**config.mk**
```make
export PLATFORM = sky130hd
export DESIGN_NAME = dual_stack_ctrl
export DESIGN_NICKNAME = d
export VERILOG_FILES = /design/src/rtl/dstk_pkg.sv /design/src/rtl/ret_stack_seq.sv /design/src/rtl/opnd_stack_unit.sv /design/src/rtl/stk_ram_port.sv /design/src/rtl/dual_stack_ctrl.sv
export SDC_FILE = /design/constraint.sdc
export NUM_CORES = 1
export LEC_CHECK = 0
export ABC_CLOCK_PERIOD_IN_PS = 2200
export BUFFER_PORTS_ARGS = -buffer_cell sky130_fd_sc_hd__buf_2
export CAP_MARGIN = 20
export CORE_UTILIZATION = 54
export DETAILED_ROUTE_END_ITERATION = 10
export PLACE_DENSITY = 0.87
export SLEW_MARGIN = 25
export SYNTH_ARGS = -nofsm -noshare
export SYNTH_HDL_FRONTEND = slang
export SYNTH_SLANG_ARGS = --single-unit
```
**constraint.sdc**
```tcl
create_clock -name clk -period 2.2 [get_ports clk]
set_input_delay 0 -clock clk [delete_from_list [all_inputs] [get_ports clk]]
set_output_delay 0 -clock clk [all_outputs]
set_load 0.02 [all_outputs]
```
**src/rtl/dstk_pkg.sv**
```systemverilog
package dstk_pkg;

  typedef enum logic [2:0] {
    OP_CALL    = 3'd0,
    OP_IRQ     = 3'd1,
    OP_RET     = 3'd2,
    OP_RETI    = 3'd3,
    OP_PUSH    = 3'd4,
    OP_POP     = 3'd5,
    OP_LDPSP   = 3'd6,
    OP_SWAPDSP = 3'd7
  } stk_op_e;

  typedef enum logic [1:0] {
    PS_IDLE  = 2'd0,
    PS_SAVE2 = 2'd1,
    PS_REST2 = 2'd2
  } ps_state_e;

endpackage

```
**src/rtl/ret_stack_seq.sv**
```systemverilog
module ret_stack_seq
  import dstk_pkg::*;
#(
  parameter int DW  = 8,
  parameter int PCW = 14
) (
  input  logic           clk,
  input  logic           rst_n,
  input  logic           start_save,
  input  logic           start_rest,
  input  logic           is_irq,
  input  logic           is_reti,
  input  logic           ld_ptr,
  input  logic [DW-1:0]  ld_val,
  input  logic [PCW-1:0] pc_i,
  input  logic           carry_i,
  input  logic           zero_i,
  input  logic [DW-1:0]  rdata,
  output logic           busy,
  output logic           access,
  output logic [DW-1:0]  addr,
  output logic           we,
  output logic           re,
  output logic [DW-1:0]  wdata,
  output logic [PCW-1:0] pc_o,
  output logic           pc_load,
  output logic           carry_o,
  output logic           zero_o,
  output logic           flags_load,
  output logic           int_en
);

  localparam int HIW = PCW - DW;

  function automatic logic [DW-1:0] frame_lo(input logic [PCW-1:0] pc);
    return pc[DW-1:0];
  endfunction

  function automatic logic [DW-1:0] frame_hi(input logic [PCW-1:0] pc,
                                             input logic c, input logic z);
    return {c, z, pc[PCW-1:DW]};
  endfunction

  function automatic logic [DW-1:0] ptr_up(input logic [DW-1:0] p);
    return p + 1'b1;
  endfunction

  function automatic logic [DW-1:0] ptr_dn(input logic [DW-1:0] p);
    return p - 1'b1;
  endfunction

  ps_state_e       state;
  logic [DW-1:0]   psp;
  logic [DW-1:0]   held;
  logic            rest_reti;

  always_comb begin
    addr  = psp;
    we    = 1'b0;
    re    = 1'b0;
    wdata = '0;
    unique case (state)
      PS_IDLE: begin
        if (start_save) begin
          we    = 1'b1;
          wdata = frame_lo(pc_i);
        end else if (start_rest) begin
          addr = ptr_dn(psp);
          re   = 1'b1;
        end
      end
      PS_SAVE2: begin
        we    = 1'b1;
        wdata = held;
      end
      PS_REST2: begin
        addr = ptr_dn(psp);
        re   = 1'b1;
      end
      default: ;
    endcase
  end

  assign access = we | re;
  assign busy   = (state != PS_IDLE);

  always_ff @(posedge clk or negedge rst_n) begin
    if (!rst_n) begin
      state      <= PS_IDLE;
      psp        <= '0;
      held       <= '0;
      rest_reti  <= 1'b0;
      pc_o       <= '0;
      pc_load    <= 1'b0;
      carry_o    <= 1'b0;
      zero_o     <= 1'b0;
      flags_load <= 1'b0;
      int_en     <= 1'b0;
    end else begin
      pc_load    <= 1'b0;
      flags_load <= 1'b0;
      unique case (state)
        PS_IDLE: begin
          if (start_save) begin
            held  <= frame_hi(pc_i, carry_i, zero_i);
            psp   <= ptr_up(psp);
            state <= PS_SAVE2;
            if (is_irq) int_en <= 1'b0;
          end else if (start_rest) begin
            held      <= rdata;
            psp       <= ptr_dn(psp);
            rest_reti <= is_reti;
            state     <= PS_REST2;
          end else if (ld_ptr) begin
            psp <= ld_val;
          end
        end
        PS_SAVE2: begin
          psp   <= ptr_up(psp);
          state <= PS_IDLE;
        end
        PS_REST2: begin
          psp     <= ptr_dn(psp);
          pc_o    <= {held[HIW-1:0], rdata};
          pc_load <= 1'b1;
          if (rest_reti) begin
            carry_o    <= held[DW-1];
            zero_o     <= held[DW-2];
            flags_load <= 1'b1;
            int_en     <= 1'b1;
          end
          state <= PS_IDLE;
        end
        default: state <= PS_IDLE;
      endcase
    end
  end

  // a save moves the pointer by two over the two cycles
  a_r3_save_plus_two: assert property (@(posedge clk) disable iff (!rst_n)
    start_save |=> ##1 (psp == $past(psp, 2) + 2'd2));
  // the second write follows in the busy cycle
  a_r3_second_write: assert property (@(posedge clk) disable iff (!rst_n)
    start_save |=> (we && busy));
  // interrupt entry drops the enable
  a_r4_irq_clears_ie: assert property (@(posedge clk) disable iff (!rst_n)
    (start_save && is_irq) |=> !int_en);
  // plain return leaves the flags alone
  a_r5_ret_keeps_flags: assert property (@(posedge clk) disable iff (!rst_n)
    (state == PS_REST2 && !rest_reti) |=> (!flags_load && $stable(carry_o) && $stable(zero_o)));
  // return-from-interrupt re-enables together with the flags
  a_r6_reti_sets_ie: assert property (@(posedge clk) disable iff (!rst_n)
    (state == PS_REST2 && rest_reti) |=> (int_en && flags_load && pc_load));
  // busy lasts exactly one cycle
  a_r12_busy_single: assert property (@(posedge clk) disable iff (!rst_n)
    busy |=> !busy);

endmodule

```
**src/rtl/opnd_stack_unit.sv**
```systemverilog
module opnd_stack_unit #(
  parameter int DW = 8
) (
  input  logic          clk,
  input  logic          rst_n,
  input  logic          push,
  input  logic          pop,
  input  logic          swap,
  input  logic [DW-1:0] swap_val,
  input  logic [DW-1:0] push_data,
  input  logic [DW-1:0] rdata,
  output logic [DW-1:0] addr,
  output logic          we,
  output logic          re,
  output logic [DW-1:0] wdata,
  output logic [DW-1:0] pop_data,
  output logic          pop_valid,
  output logic [DW-1:0] acc_o,
  output logic          acc_valid
);

  function automatic logic [DW-1:0] pre_dec(input logic [DW-1:0] p);
    return p - 1'b1;
  endfunction

  function automatic logic [DW-1:0] post_inc(input logic [DW-1:0] p);
    return p + 1'b1;
  endfunction

  logic [DW-1:0] dsp;

  assign addr  = push ? pre_dec(dsp) : dsp;
  assign we    = push;
  assign re    = pop;
  assign wdata = push_data;

  always_ff @(posedge clk or negedge rst_n) begin
    if (!rst_n) begin
      dsp       <= '0;
      pop_data  <= '0;
      pop_valid <= 1'b0;
      acc_o     <= '0;
      acc_valid <= 1'b0;
    end else begin
      pop_valid <= 1'b0;
      acc_valid <= 1'b0;
      if (push) begin
        dsp <= pre_dec(dsp);
      end else if (pop) begin
        dsp       <= post_inc(dsp);
        pop_data  <= rdata;
        pop_valid <= 1'b1;
      end else if (swap) begin
        dsp       <= swap_val;
        acc_o     <= dsp;
        acc_valid <= 1'b1;
      end
    end
  end

  // push moves the pointer down by one
  a_r7_push_dec: assert property (@(posedge clk) disable iff (!rst_n)
    push |=> (dsp == $past(dsp) - 1'b1));
  // pop moves the pointer up and flags the data
  a_r8_pop_inc: assert property (@(posedge clk) disable iff (!rst_n)
    pop |=> (pop_valid && dsp == $past(dsp) + 1'b1));
  // swap presents the old pointer
  a_r10_swap_old: assert property (@(posedge clk) disable iff (!rst_n)
    swap |=> (acc_valid && acc_o == $past(dsp)));

endmodule

```
**src/rtl/stk_ram_port.sv**
```systemverilog
module stk_ram_port #(
  parameter int DW = 8
) (
  input  logic          ps_access,
  input  logic [DW-1:0] ps_addr,
  input  logic          ps_we,
  input  logic          ps_re,
  input  logic [DW-1:0] ps_wdata,
  input  logic [DW-1:0] ds_addr,
  input  logic          ds_we,
  input  logic          ds_re,
  input  logic [DW-1:0] ds_wdata,
  output logic [DW-1:0] ram_addr,
  output logic          ram_we,
  output logic          ram_re,
  output logic [DW-1:0] ram_wdata
);

  always_comb begin
    if (ps_access) begin
      ram_addr  = ps_addr;
      ram_we    = ps_we;
      ram_re    = ps_re;
      ram_wdata = ps_wdata;
    end else begin
      ram_addr  = ds_addr;
      ram_we    = ds_we;
      ram_re    = ds_re;
      ram_wdata = ds_wdata;
    end
  end

endmodule

```
**src/rtl/dual_stack_ctrl.sv**
```systemverilog
module dual_stack_ctrl
  import dstk_pkg::*;
#(
  parameter int DW  = 8,
  parameter int PCW = 14
) (
  input  logic           clk,
  input  logic           rst_n,
  input  logic           op_valid_i,
  input  logic [2:0]     op_i,
  input  logic [PCW-1:0] pc_i,
  input  logic           carry_i,
  input  logic           zero_i,
  input  logic [DW-1:0]  acc_i,
  input  logic [DW-1:0]  push_data_i,
  input  logic [DW-1:0]  ram_rdata_i,
  output logic [DW-1:0]  ram_addr_o,
  output logic [DW-1:0]  ram_wdata_o,
  output logic           ram_we_o,
  output logic           ram_re_o,
  output logic           busy_o,
  output logic [PCW-1:0] pc_o,
  output logic           pc_load_o,
  output logic           carry_o,
  output logic           zero_o,
  output logic           flags_load_o,
  output logic           int_en_o,
  output logic [DW-1:0]  pop_data_o,
  output logic           pop_valid_o,
  output logic [DW-1:0]  acc_o,
  output logic           acc_valid_o
);

  stk_op_e op_e;
  logic    accept;
  logic    ev_save, ev_rest, ev_irq, ev_reti, ev_ldpsp;
  logic    ev_push, ev_pop, ev_swap;

  assign op_e   = stk_op_e'(op_i);
  assign accept = op_valid_i & ~busy_o;

  always_comb begin
    ev_save  = 1'b0;
    ev_rest  = 1'b0;
    ev_irq   = 1'b0;
    ev_reti  = 1'b0;
    ev_ldpsp = 1'b0;
    ev_push  = 1'b0;
    ev_pop   = 1'b0;
    ev_swap  = 1'b0;
    if (accept) begin
      unique case (op_e)
        OP_CALL:    ev_save  = 1'b1;
        OP_IRQ:     begin ev_save = 1'b1; ev_irq = 1'b1; end
        OP_RET:     ev_rest  = 1'b1;
        OP_RETI:    begin ev_rest = 1'b1; ev_reti = 1'b1; end
        OP_PUSH:    ev_push  = 1'b1;
        OP_POP:     ev_pop   = 1'b1;
        OP_LDPSP:   ev_ldpsp = 1'b1;
        OP_SWAPDSP: ev_swap  = 1'b1;
        default: ;
      endcase
    end
  end

  logic          ps_access, ps_we, ps_re;
  logic [DW-1:0] ps_addr, ps_wdata;
  logic          ds_we, ds_re;
  logic [DW-1:0] ds_addr, ds_wdata;

  ret_stack_seq #(.DW(DW), .PCW(PCW)) u_ret (
    .clk        (clk),
    .rst_n      (rst_n),
    .start_save (ev_save),
    .start_rest (ev_rest),
    .is_irq     (ev_irq),
    .is_reti    (ev_reti),
    .ld_ptr     (ev_ldpsp),
    .ld_val     (acc_i),
    .pc_i       (pc_i),
    .carry_i    (carry_i),
    .zero_i     (zero_i),
    .rdata      (ram_rdata_i),
    .busy       (busy_o),
    .access     (ps_access),
    .addr       (ps_addr),
    .we         (ps_we),
    .re         (ps_re),
    .wdata      (ps_wdata),
    .pc_o       (pc_o),
    .pc_load    (pc_load_o),
    .carry_o    (carry_o),
    .zero_o     (zero_o),
    .flags_load (flags_load_o),
    .int_en     (int_en_o)
  );

  opnd_stack_unit #(.DW(DW)) u_opnd (
    .clk       (clk),
    .rst_n     (rst_n),
    .push      (ev_push),
    .pop       (ev_pop),
    .swap      (ev_swap),
    .swap_val  (acc_i),
    .push_data (push_data_i),
    .rdata     (ram_rdata_i),
    .addr      (ds_addr),
    .we        (ds_we),
    .re        (ds_re),
    .wdata     (ds_wdata),
    .pop_data  (pop_data_o),
    .pop_valid (pop_valid_o),
    .acc_o     (acc_o),
    .acc_valid (acc_valid_o)
  );

  stk_ram_port #(.DW(DW)) u_port (
    .ps_access (ps_access),
    .ps_addr   (ps_addr),
    .ps_we     (ps_we),
    .ps_re     (ps_re),
    .ps_wdata  (ps_wdata),
    .ds_addr   (ds_addr),
    .ds_we     (ds_we),
    .ds_re     (ds_re),
    .ds_wdata  (ds_wdata),
    .ram_addr  (ram_addr_o),
    .ram_we    (ram_we_o),
    .ram_re    (ram_re_o),
    .ram_wdata (ram_wdata_o)
  );

  // one RAM direction per cycle
  a_r13_no_we_re: assert property (@(posedge clk) disable iff (!rst_n)
    !(ram_we_o && ram_re_o));
  // nothing reaches the operand stack while busy
  a_r12_busy_blocks_ds: assert property (@(posedge clk) disable iff (!rst_n)
    busy_o |-> (!ds_we && !ds_re));
  // only one stack touches the RAM in a cycle
  a_r2_single_owner: assert property (@(posedge clk) disable iff (!rst_n)
    $countones({ps_we | ps_re, ds_we | ds_re}) <= 1);

endmodule

```
[Yosys cells after proc, flatten, opt, wreduce, memory -nomap -nowiden]
Index checks and enable logic that the tools add are counted.
Storage, ports and cells
  bits in registers: 64
  bits of input ports: 46
  output and inout bits: 56
Cells by class
  muxes and demuxes: 55
  bitwise gates (word level): 6
  equality and inequality tests: 14
  add/subtract/negate cells: 4
  reductions and logical operators: 16
Operators with widths (count)
  2-to-1 mux 8 bit: 14
  2-to-1 mux 1 bit: 32
  case mux 8 bit (2 select lines): 2
  case mux 8 bit (3 select lines): 1
  adder 8 x 1 -> 8 bit (second input constant): 2
  subtractor 8 x 1 -> 8 bit (second input constant): 2
  == test 3 bit (second input constant): 4
  AND reduction 2 bit: 4
  == test 3 x 2 -> 1 bit (second input constant): 2
  2-to-1 mux 2 bit: 3
  case mux 1 bit (2 select lines): 3
  AND reduction 3 bit: 2
  nonzero test 2 bit: 3
  nonzero test 3 bit: 2
  != test 2 bit (second input constant): 2
  != test 4 bit (second input constant): 1
  NOT 1 bit: 4
  AND reduction 4 bit: 1
  OR reduction 2 bit: 2
  == test 3 x 1 -> 1 bit (second input constant): 1
  logical NOT 3 bit: 1
  != test 3 bit (second input constant): 1
  == test 2 x 1 -> 1 bit (second input constant): 1
  == test 2 bit (second input constant): 1
  4 further kinds: 4

[Depth between registers and ports, before layout]
  depth after elaboration: 9
  depth in mapped cells: 9
  depth with buffers taken out: 7

[Cells and area by module]
A second synthesis with hierarchy kept.
Unflattened totals
  cells, all modules: 495
  area total of the unflattened synthesis: 4545.6 µm²
Modules (own cells, without submodules)
  ret_stack_seq: cells each 304, times used 1, area an instance 2696.3 µm²
  opnd_stack_unit: cells each 158, times used 1, area an instance 1512.7 µm²
  stk_ram_port: cells each 20, times used 1, area an instance 271.5 µm²
  dual_stack_ctrl: cells each 13, times used 1, area an instance 65.1 µm²

[Worst setup path before layout]
No wires, ideal clock.
  path kind: reg-to-output
  start: register u_opnd.dsp[0]
  end: output ram_addr_o[6]
  setup slack: 191 ps
  data arrival time: 2009 ps
  cell stages (with the launch flop): 8
  cells stage by stage: dfrtp_1 -> inv_1 -> ha_1 -> nor3b_1 -> nor3b_1 -> nand2_1 -> xor2_1 -> a21oi_1
On the way
  longest elaborated chain between the ends: 3
Ends and longest elaborated chain
  start, declared: RTL line opnd_stack_unit.sv:30  | logic [DW-1:0] dsp;
  start signal, assigned: RTL line opnd_stack_unit.sv:48  | dsp <= pre_dec(dsp);
  start signal, assigned: RTL line opnd_stack_unit.sv:50  | dsp <= post_inc(dsp);
  start signal, assigned: RTL line opnd_stack_unit.sv:54  | dsp <= swap_val;
  subtractor 8 x 1 -> 8 bit: RTL line opnd_stack_unit.sv:23  | return p - 1'b1;
  2-to-1 mux 8 bit: RTL line opnd_stack_unit.sv:32  | assign addr = push ? pre_dec(dsp) : dsp;
  2-to-1 mux 8 bit: RTL line stk_ram_port.sv:20  | if (ps_access) begin
  end, declared: RTL line dual_stack_ctrl.sv:17  | output logic [DW-1:0] ram_addr_o,
Every way passes these cells.

[Final worst setup path]
  start: register u_ret.state[1]
  end: output ram_addr_o[5]
On the way
  longest elaborated chain between the ends: 9
  elaborated cells on any way between the ends: 20
Ends and longest elaborated chain
  start, declared: RTL line ret_stack_seq.sv:52  | ps_state_e state;
  start signal, assigned: RTL line ret_stack_seq.sv:89  | state <= PS_IDLE;
  start signal, assigned: RTL line ret_stack_seq.sv:107  | state <= PS_SAVE2;
  start signal, assigned: RTL line ret_stack_seq.sv:113  | state <= PS_REST2;
  nonzero test 2 bit: RTL line ret_stack_seq.sv:85  | assign busy = (state != PS_IDLE);
  NOT 1 bit: RTL line dual_stack_ctrl.sv:40  | assign accept = op_valid_i & ~busy_o;
  AND 1 bit: RTL line dual_stack_ctrl.sv:40
  2-to-1 mux 1 bit: RTL line dual_stack_ctrl.sv:51  | if (accept) begin
  2-to-1 mux 1 bit: RTL line ret_stack_seq.sv:67  | end else if (start_rest) begin
  2-to-1 mux 1 bit: RTL line ret_stack_seq.sv:64  | if (start_save) begin
  case mux 1 bit (2 select lines): RTL line ret_stack_seq.sv:62  | unique case (state)
  OR 1 bit: RTL line ret_stack_seq.sv:84  | assign access = we | re;
  2-to-1 mux 8 bit *: RTL line stk_ram_port.sv:20
Every way passes the cells marked *; elsewhere a longest branch is shown, timed or not.

==> results.sh <==
export IMPL_cp_required_ns=2.20
export IMPL_hold_viol_final=0
export IMPL_hold_path_class="in2reg"
export IMPL_ys_warnings_count=0
export IMPL_synth_edf_count=0
export IMPL_power_density_mw_per_mm2=1490
export IMPL_leakagePower_nw=2.54
export IMPL_portBuffers=101
export IMPL_swShare=0.482
export IMPL_clockBufferDepth=2
export IMPL_synth_seq_area_share=0.385
export IMPL_seqPwrFrac=0.283
export IMPL_ios=102
export IMPL_antenna_cells=0
export IMPL_htreeDepth=3
export IMPL_layout_setup_ws_ns=-0.119
export IMPL_critical_path_slowest_cell="dfrtp_1"
export IMPL_critical_path_top_delay_family="compound AO/OA/AOI/OAI gates"
export IMPL_ys_types=65
export IMPL_finalCritPeriodShare=1.05
export IMPL_reg2reg_from="u_ret.state[1]$_DFFE_PN0P_"
export IMPL_fin_hold_ws_ns=0.0145
export IMPL_drive_above_1_share=0.403
export IMPL_gp_congestion=0.932
export IMPL_crit_arrival_ns=2.32
export IMPL_synth_common_cells="dfrtp_1, nand2_1, o21ai_0"
export IMPL_vias_per_cell=6.39
export IMPL_synth_top_area_share=0.385
export IMPL_setup_viol=5
export IMPL_worstPathMaxFanout=6
export IMPL_cp_end_kind="output pin"
export IMPL_num_rows=31
export IMPL_grt_start_max_net_pins=34
export IMPL_yosysMostFrequentCell="dfrtp_1"
export IMPL_synth_avg_cell_area_um2=9.21
export IMPL_vias=4439
export IMPL_synth_seq_cells=64
export IMPL_synthesis_area_mm2=0.00416
export IMPL_hpwl_mm=8.86
export IMPL_initial_core_util=0.565
export IMPL_fill_cells=476
export IMPL_cts_buffers=9
export IMPL_power_switching_w=0.00397
export IMPL_async_flop_share=1.00
export IMPL_timing_max_cap_violations=0
export IMPL_status="finished with violations"
export IMPL_grt_first_pass_wirelength_mm=22.4
export IMPL_critPathLaunch="u_ret.state[1]$_DFFE_PN0P_"
export IMPL_maxSlewViolCount=0
export IMPL_cts_tree="done"
export IMPL_crit_path_frequent_cell="buf_4"
export IMPL_gr_usage_all_layers=0.355
export IMPL_clk_pin_slew_ns=0.08
export IMPL_cp_slowest_stage_delay_ns=0.41
export IMPL_fin_skew_ns=0.0118
export IMPL_combPwrFrac=0.603
export IMPL_die_area_mm2=0.00807
export IMPL_start_kind="flop"
export IMPL_hp_start="acc_i[6]"
export IMPL_pwr_share_clk=0.114
export IMPL_grt_pass1_vias=4431
export IMPL_maxSlewHeadroom=0.470
export IMPL_ant_nets=0
export IMPL_antenna_found_initial=0
export IMPL_final_cell_count_no_fill=695
export IMPL_drtPass1Iterations=6
export IMPL_p_int_w=0.00426
export IMPL_place_inst=646
export IMPL_fp_dieH_um=89.8
export IMPL_syn_num_nets=506
export IMPL_drc=0
export IMPL_cts_sinks=64
export IMPL_synthTopCellsByArea="dfrtp_1, mux2_2, o21ai_0, nand2_1, a21oi_1"
export IMPL_die_w_um=89.8
export IMPL_drtIter0Drc=565
export IMPL_peakVddDrop_mv=0.942
export IMPL_worst_pin_slew_ns=0.795
export IMPL_rsz0062_at_grt="yes"
export IMPL_crit_type="reg2out"
export IMPL_synthFlopType="dfrtp_1"
export IMPL_grt_ovfl_total=0
export IMPL_worstSkewPairLatency_ns=0.36
export IMPL_path_buf_inv=4
export IMPL_syn_to_final_growth_pct=33.1
export IMPL_violations="setup timing"
export IMPL_routed_wl_mm=14.4
export IMPL_cts_root_buf="clkbuf_8"
export IMPL_netlist_instances=452
export IMPL_wl_per_cell_um=20.7
export IMPL_fin_crit_ns=2.32
export IMPL_finalNetCount=645
export IMPL_coreArea_mm2=0.00737
export IMPL_synth_largest_area_cell="dfrtp_1"
export IMPL_fmax_mhz=431
export IMPL_path_cells="inv_2 -> ha_4 -> buf_6 -> and4b_2 -> a21oi_1 -> buf_4 -> o21ai_0 -> o311a_1 -> a21oi_2 -> buf_4"
==> cells by family after synthesis <==
family | count (synthesis) | synth area share
AOI/OAI and AO/OA | 128 | 0.209
and+or+nand+nor | 126 | 0.159
DFF | 64 | 0.385
buffers and inverters | 61 | 0.0634
muxes | 46 | 0.120
xor gates and xnor gates | 19 | 0.0400
adders and majority gates | 8 | 0.0240
==> layer usage <==
metal / GRT usage / up-vias / share of wire
met3: 0.0939 / 66 / 0.11
met4: 0.204 / 0 / 0.041
met1: 0.434 / 2119 / 0.38
li1: - / 1929 / -
met2: 0.567 / 325 / 0.47
met5: 0 / - / 0
==> worst paths after layout <==
| kind | end | slack, ns | cells after the start |
|---|---|---|---|
| setup / recovery | ram_addr_o[5] | -0.12 | 10 |
| hold / removal | u_ret.psp[6]$_DFFE_PN0P_ | 0.01 | 3 |
| setup reg to reg | u_ret.psp[7]$_DFFE_PN0P_ | 0.16 | 8 |
| hold reg to reg | u_ret.rest_reti$_DFFE_PN0P_ | 0.50 | 2 |
| max in group asynchronous | u_opnd.pop_data[4]$_DFFE_PN0P_ | 1.27 | 3 |
| min in group asynchronous | u_ret.psp[3]$_DFFE_PN0P_ | 0.27 | 2 |
==> tightest hold or removal path, cell delays in order <==
cell,delay [ns]
buf_2,0.13
a21oi_1,0.12
a21oi_1,0.07
==> cells in the final DEF, fill, tap and decap left out, drive strengths merged, types with 4 or more instances in the layout <==
cell	Yosys	layout
mux2	33	33
clkbuf	19	12
o221ai	4	4
a211oi	6	6
nand2	38	38
dlygate4sd3	0	17
nor2	28	28
a31oi	6	6
and3	6	6
clkinvlp	0	4
nor2b	5	5
nand2b	5	5
ha	8	8
dfrtp	64	64
xor2	9	9
nor3	7	7
buf	19	148
xnor2	10	10
inv	23	22
a21oi	27	27
nand3	17	17
o31ai	5	5
o21ai	35	35
a222oi	8	8
mux2i	13	13
==> power by group through the flow <==
stage / registers (W) / clock network, W / logic [W]
6_report: 0.00233 / 0.000940 / 0.00496
5_1_grt: 0.00239 / 0.000995 / 0.00526
4_1_cts: 0.00224 / 0.000930 / 0.00451
3_5_place_dp: 0.00224 / 0 / 0.00428
3_3_place_gp: 0.00220 / 0 / 0.00418
2_1_floorplan: 0.00241 / 0 / 0.00266
==> registers in the layout, indices dropped and copies added (netlist names) <==
name              flops
u_ret.pc_o           14
u_opnd.acc_o          8
u_opnd.dsp            8
u_opnd.pop_data       8
u_ret.held            8
u_ret.psp             8
u_ret.state           2
u_opnd.acc_valid      1
u_opnd.pop_valid      1
u_ret.carry_o         1
u_ret.flags_load      1
u_ret.int_en          1
u_ret.pc_load         1
u_ret.rest_reti       1
u_ret.zero_o          1
==> metrics by stage <==
| stage | total power [W] | setup slack (ns) | utilization | TNS (ns) | area, um^2 |
|---|---|---|---|---|---|
| final | 0.00823 | -0.119 | 0.752 | -0.292 | 5540 |
| after global routing | 0.00864 | -0.192 | 0.752 | -0.664 | 5540 |
| after CTS | 0.00768 | -0.0605 | 0.727 | -0.107 | 5360 |
| after detailed placement | 0.00652 | 0.0834 | 0.661 | 0 | 4870 |
| after global placement | 0.00638 | 0.182 | 0.661 | 0 | 4870 |
| after floorplan | 0.00507 | 0.191 | - | 0 | 4160 |
==> final cells by class <==
cell class	count	area, um^2	share of cell area
multi-input cells	327	2430	0.439
well taps	99	124	0.0224
inverters	23	90.1	0.0163
clock buffers	11	141	0.0255
repair buffers	166	1120	0.202
clock inverters	5	32.5	0.00587
flip-flops and latches	64	1600	0.290
==> repair_timing <==
item / in CTS / in global routing
endpoints found under the setup margin: 17 / 13
setup buffers: 7 / 8
endpoints found under the hold margin: 55 / 0
pin swaps: 2 / 6
hold buffers: 17 / 0
resized for setup: 27 / 30
gates cloned: 0 / 1
No activity file was read; power rests on OpenSTA's default activity.
